File: src/rtl/spi_fifo_master.sv
module spi_fifo_master #(
  parameter int DEPTH   = 256,
  parameter int CLK_DIV = 4,
  parameter int SS_W    = 1
) (
  input  logic            clk,
  input  logic            rst_n,
  input  logic            bus_wr,
  input  logic            bus_rd,
  input  logic [6:0]      bus_addr,
  input  logic [31:0]     bus_wdata,
  output logic [31:0]     bus_rdata,
  output logic            sclk,
  output logic            mosi,
  input  logic            miso,
  output logic [SS_W-1:0] ss_n,
  output logic            ev_overrun,
  output logic            ev_rx_full,
  output logic            ev_tx_empty,
  output logic            ev_tx_error
);
  localparam int AW   = $clog2(DEPTH);
  localparam int CW   = $clog2(DEPTH + 1);
  localparam int HALF = CLK_DIV / 2;
  localparam int DW   = $clog2(HALF) + 1;
  localparam logic [CW-1:0] FULL_CNT = CW'(DEPTH);

  localparam logic [4:0] W_RST = 5'd16;
  localparam logic [4:0] W_CTL = 5'd24;
  localparam logic [4:0] W_STA = 5'd25;
  localparam logic [4:0] W_TXD = 5'd26;
  localparam logic [4:0] W_RXD = 5'd27;
  localparam logic [4:0] W_SEL = 5'd28;
  localparam logic [4:0] W_TXO = 5'd29;
  localparam logic [4:0] W_RXO = 5'd30;

  logic [7:0]      tx_mem [DEPTH];
  logic [7:0]      rx_mem [DEPTH];
  logic [AW-1:0]   tx_wp, tx_rp, rx_wp, rx_rp;
  logic [CW-1:0]   tx_cnt, rx_cnt;
  logic            hold;
  logic [SS_W-1:0] sel_reg;
  logic            busy;
  logic [2:0]      bitn;
  logic [DW-1:0]   div;
  logic [7:0]      txsh, rxsh;

  wire [4:0] word = bus_addr[6:2];

  wire soft_rst = bus_wr && word == W_RST && bus_wdata == 32'h0000_000A;
  wire wr_ctl   = bus_wr && word == W_CTL;
  wire wr_tx    = bus_wr && word == W_TXD;
  wire wr_sel   = bus_wr && word == W_SEL;
  wire rd_rx    = bus_rd && word == W_RXD;

  wire tx_full  = tx_cnt == FULL_CNT;
  wire rx_full  = rx_cnt == FULL_CNT;
  wire tx_empty = tx_cnt == '0;
  wire rx_empty = rx_cnt == '0;

  wire flush_tx  = wr_ctl && bus_wdata[5];
  wire flush_rx  = wr_ctl && bus_wdata[6];
  wire tx_push   = wr_tx && !tx_full;
  wire start     = !busy && !hold && !tx_empty;
  wire tick      = busy && div == DW'(HALF - 1);
  wire byte_done = tick && sclk && bitn == 3'd7;
  wire rx_push   = byte_done && !rx_full;
  wire rx_pop    = rd_rx && !rx_empty;

  assign ev_overrun  = byte_done && rx_full;
  assign ev_rx_full  = rx_push && !rx_pop && rx_cnt == CW'(DEPTH - 1);
  assign ev_tx_empty = byte_done && tx_empty;
  assign ev_tx_error = wr_tx && tx_full;

  assign mosi = busy && txsh[7];
  assign ss_n = sel_reg;

  always_ff @(posedge clk) begin
    if (tx_push) tx_mem[tx_wp] <= bus_wdata[7:0];
    if (rx_push) rx_mem[rx_wp] <= rxsh;
  end

  always_ff @(posedge clk or negedge rst_n) begin
    if (!rst_n) begin
      tx_wp <= '0; tx_rp <= '0; tx_cnt <= '0;
      rx_wp <= '0; rx_rp <= '0; rx_cnt <= '0;
      hold <= 1'b0; sel_reg <= '1;
    end else if (soft_rst) begin
      tx_wp <= '0; tx_rp <= '0; tx_cnt <= '0;
      rx_wp <= '0; rx_rp <= '0; rx_cnt <= '0;
      hold <= 1'b0; sel_reg <= '1;
    end else begin
      if (wr_ctl) hold <= bus_wdata[8];
      if (wr_sel) sel_reg <= bus_wdata[SS_W-1:0];
      if (flush_tx) begin
        tx_wp <= '0; tx_rp <= '0; tx_cnt <= '0;
      end else begin
        if (tx_push) tx_wp <= tx_wp + 1'b1;
        if (start)   tx_rp <= tx_rp + 1'b1;
        tx_cnt <= tx_cnt + CW'(tx_push) - CW'(start);
      end
      if (flush_rx) begin
        rx_wp <= '0; rx_rp <= '0; rx_cnt <= '0;
      end else begin
        if (rx_push) rx_wp <= rx_wp + 1'b1;
        if (rx_pop)  rx_rp <= rx_rp + 1'b1;
        rx_cnt <= rx_cnt + CW'(rx_push) - CW'(rx_pop);
      end
    end
  end

  always_ff @(posedge clk or negedge rst_n) begin
    if (!rst_n) begin
      busy <= 1'b0; sclk <= 1'b0; bitn <= '0; div <= '0;
      txsh <= '0; rxsh <= '0;
    end else if (soft_rst) begin
      busy <= 1'b0; sclk <= 1'b0; bitn <= '0; div <= '0;
      txsh <= '0; rxsh <= '0;
    end else if (start) begin
      busy <= 1'b1; sclk <= 1'b0; bitn <= '0; div <= '0;
      txsh <= tx_mem[tx_rp];
    end else if (busy) begin
      if (tick) begin
        div  <= '0;
        sclk <= !sclk;
        if (!sclk) rxsh <= {rxsh[6:0], miso};
        else if (bitn == 3'd7) busy <= 1'b0;
        else begin
          bitn <= bitn + 3'd1;
          txsh <= {txsh[6:0], 1'b0};
        end
      end else begin
        div <= div + 1'b1;
      end
    end
  end

  always_comb begin
    unique case (word)
      W_CTL:   bus_rdata = {23'd0, hold, 8'd0};
      W_STA:   bus_rdata = {28'd0, tx_full, tx_empty, rx_full, rx_empty};
      W_RXD:   bus_rdata = rx_empty ? 32'hDEAD_BEEF : {24'd0, rx_mem[rx_rp]};
      W_SEL:   bus_rdata = 32'(sel_reg);
      W_TXO:   bus_rdata = 32'(tx_cnt);
      W_RXO:   bus_rdata = 32'(rx_cnt);
      default: bus_rdata = '0;
    endcase
  end

  a_r12_sclk_idle: assert property (@(posedge clk) disable iff (!rst_n)
    !busy |-> !sclk);

  a_r3_hold_no_start: assert property (@(posedge clk) disable iff (!rst_n)
    (hold && !busy && !soft_rst) |=> !busy);

  a_r11_tx_bound: assert property (@(posedge clk) disable iff (!rst_n)
    tx_cnt <= FULL_CNT);

  a_r6_rx_bound: assert property (@(posedge clk) disable iff (!rst_n)
    rx_cnt <= FULL_CNT);

  a_r6_overrun_full: assert property (@(posedge clk) disable iff (!rst_n)
    ev_overrun |=> rx_full);

  a_r7_empty_read: assert property (@(posedge clk) disable iff (!rst_n)
    (rd_rx && rx_empty && !byte_done) |=> (rx_empty && $stable(rx_rp)));

  a_r8_soft_reset: assert property (@(posedge clk) disable iff (!rst_n)
    soft_rst |=> (tx_empty && rx_empty && !busy && ss_n == '1));
endmodule

File: config.mk
export PLATFORM = sky130hd
export DESIGN_NAME = spi_fifo_master
export DESIGN_NICKNAME = d
export VERILOG_FILES = /design/src/rtl/spi_fifo_master.sv
export SDC_FILE = /design/constraint.sdc
export NUM_CORES = 2
export LEC_CHECK = 0
export BUFFER_PORTS_ARGS = -buffer_cell sky130_fd_sc_hd__buf_2
export CORE_UTILIZATION = 27
export CTS_CLUSTER_SIZE = 12
export DETAILED_ROUTE_END_ITERATION = 16
export REMOVE_ABC_BUFFERS = 1
export SYNTH_ARGS = -nofsm -noshare
export SYNTH_HDL_FRONTEND = slang
export SYNTH_SLANG_ARGS = --single-unit
File: constraint.sdc
create_clock -name clk -period 5.01 [get_ports clk]
set_input_delay 0.501 -clock clk [delete_from_list [all_inputs] [get_ports clk]]
set_output_delay 0.501 -clock clk [all_outputs]
set_load 0.1 [all_outputs]
==> impl_metrics.ini <==
[floorplanning]
coreArea_mm2 = 0.603
start_util = 0.271
floorplan.die.height_um = 780
die_width_um = 780
row_count = 285
fp.dieArea_mm2 = 0.609
io-pin-count = 83

[grt]
grt_pass1_vias = 82131
grt_usage = 0.133
grt_antenna_before_repair = 18
grt_overflow_total = 0
grt_start_max_net_pins = 224
grt_first_pass_wirelength_um = 600000

[synthesis]
syn_avg_cell_area_um2 = 21.3
synth_edf_count = 4096
netlist.area_leader.share = 0.752
synth.distinct_cells = 77
netlist_top_cells_area = edfxtp_1 75%, mux4_2 15%, mux2i_1 2.0%
synth_flop_cell = edfxtp_1
synthCells = 7690
async_flop_share = 0.0180
ys_top_cells_by_count = 4096 x edfxtp_1, 1069 x mux4_2, 687 x nor2_1, 319 x mux2i_1, 202 x nand2_1
yosys_warnings = 0
yosys.area.top_type = edfxtp_1
synthesis.area_mm2 = 0.164
yosysMostFrequentCell = edfxtp_1
synth-seq-cells = 4171
ys_seq_area_frac = 0.764

[detailed_routing]
first_pass_iters = 6
routedWlPerCell_um = 25.6
vias_per_cell = 4.87
finalWirelength_um = 421000
drtAntennaViolNets = 0
vias = 80261
drtIter0Drc = 8903
drcViolationCount = 0

[sta]
period_needed_ps = 5060
fin_setup_tns_ps = -122
fin_hold_ws_ps = 86.5
timing.final.ws_setup_ps = -47.9
hold_violations = 0
worst_pin_slew_ps = 1440
max_freq_ghz = 0.198
clock_skew_ps = 94.1
final_max_slew_viol_count = 0
setup_viol = 3
post-route-period-util = 1.01
relSlewSlack = 0.0391
grt_setup_unrepaired = true

[critical_path]
path_cells = buf_12, buf_12, buf_16, mux4_2, mux4_2, mux2i_4, o21ai_1, nor3_1, buf_4, nor3_1, or3_4, buf_12
crit_required_ps = 4510
crit_type = reg -> out
crit_fanout = 14
critical_path_arrival_ps = 4560
critPathSlowestCell = mux4_2
max_stage_delay_ps = 540
path_buf_inv = 5
start_kind = flop
crit_path_end_kind = output port
critical_path_depth = 12
cp_top_family = multiplexers
worstRegToRegCells = 9
crit_top_cell = buf_12

[clock_tree]
cts_tree = done
numCtsBuffers = 417
cts-root-buf = clkbuf_16
htreeDepth = 5
clkTransAtPathRegs_ps = 60
clock_latency_ps = 1000
clock-sinks = 4171
cts_max_path_buffers = 4

[power_and_ir_drop]
power_mw = 96.4
cellPowerDensity_mw_per_mm2 = 509
cellLeakagePower_nw = 57.0
vdd_drop_max_uv = 516

[placed_design]
place_hpwl_um = 260000
gp_congestion = 0.854
port_buffers = 74
dp_cells = 15712

[final_layout]
nets = 8270
final_cells = 16488
area_delta_synth_final_pct = 15.7
drive_gt1_frac = 0.263

[min_path]
hold_path.class = in -> reg
hold_depth = 1

[flow_run]
drv_cap = 0

[status]
violations = setup timing
outcome = finished, violations left
[where the power goes]
| group | total [mW] | internal (mW) | switching (mW) |
|---|---|---|---|
| logic | 25.4 | 11.2 | 14.2 |
| clock network | 28.6 | 15.6 | 13.0 |
| registers | 42.4 | 41.2 | 1.14 |
| total | 96.4 | 68.0 | 28.3 |
[cell type report]
type	instances	area, um2
Antenna cell	7	17.5
Clock buffer	553	11000
Clock inverter	126	1070
Fill cell	56939	414000
Inverter	35	151
Multi-Input combinational cell	3024	36500
Sequential cell	4171	125000
Tap cell	8036	10100
Timing Repair Buffer	536	5530
[layer usage]
layer / share of wire / wire (um) / GRT usage / vias up
li1: - / - / - / 32827
met1: 0.41 / 171000 / 0.179 / 43099
met2: 0.48 / 202000 / 0.217 / 3579
met3: 0.084 / 35300 / 0.0274 / 746
met4: 0.031 / 13200 / 0.0369 / 10
met5: 0.00087 / 365 / 0 / -
[worst reg2reg max path, cell delays in order (launching register included)]
cell	delay, ps
dfrtp_4	850
and2_1	610
nand2b_1	500
o22ai_1	330
nor3_1	90
o311ai_0	570
o41ai_1	180
buf_4	200
a221oi_1	470
o32a_1	210
[worst paths after layout]
path / start / to / slack, ps
min in group asynchronous: rst_n / tx_rp[6] / 290
worst max-delay path: rx_rp[0] / bus_rdata[2] / -50
worst min-delay path: bus_wdata[4] / tx_mem[247][4] / 90
worst max register to register: tx_rp[3] / txsh[6] / 900
max in group asynchronous: rst_n / rx_rp[3] / 3440
worst min register to register: txsh[0] / txsh[0] / 530
[logic make-up (layout without fill, tap and decap cells)]
logic type | count (synthesis) | in the layout | synth area share
muxes | 1420 | 1420 | 0.169
buffers and inverters | 500 | 1250 | 0.0167
and+or+nand+nor | 1079 | 1079 | 0.0273
AOI/OAI and AO/OA | 435 | 435 | 0.0180
DFF | 4171 | 4171 | 0.764
other | 1 | 13 | 0.0000229
xor gates and xnor gates | 43 | 43 | 0.00230
adders and majority gates | 41 | 41 | 0.00323
[cell usage in the layout (no fill, tap or decap), drive strengths merged, types with 19 or more instances in the layout]
| master | instances |
|---|---|
| o21ai | 62 |
| nor2b | 19 |
| mux4 | 1069 |
| dfrtp | 74 |
| xnor2 | 25 |
| o22ai | 82 |
| edfxtp | 4096 |
| ha | 39 |
| clkinv | 103 |
| mux2i | 319 |
| nor2 | 687 |
| nor3 | 34 |
| a21oi | 89 |
| inv | 48 |
| clkbuf | 561 |
| a221oi | 20 |
| o221ai | 25 |
| o211ai | 25 |
| nand2 | 202 |
| nand3 | 46 |
| buf | 513 |
| mux2 | 32 |
[metrics by stage]
| stage | utilization | setup slack, ps | instance area, um2 |
|---|---|---|---|
| floorplan | - | -20930 | 161000 |
| global placement | 0.291 | 130 | 175000 |
| detailed placement | 0.291 | 367 | 175000 |
| CTS | 0.313 | -71.4 | 189000 |
| global route | 0.314 | -99.0 | 189000 |
| finish | 0.314 | -47.9 | 189000 |
[sequential cells by signal, indices dropped and copies added (netlist names), 3 cells and up]
signal and cells:
rx_wp 8, rxsh 8, bitn 3, tx_wp 8
tx_cnt 9, tx_mem 2048, rx_cnt 9, txsh 8
tx_rp 8, rx_rp 8, rx_mem 2048
[repair_timing]
action                                 CTS  global route
hold buffers                            10             0
gates resized for setup                113            57
setup buffers                           30            33
pin swaps                               16            25
endpoints found under the hold margin  231             0
gates cloned                            11             8
setup endpoints to repair                8             8
(Power assumes the default switching activity.)
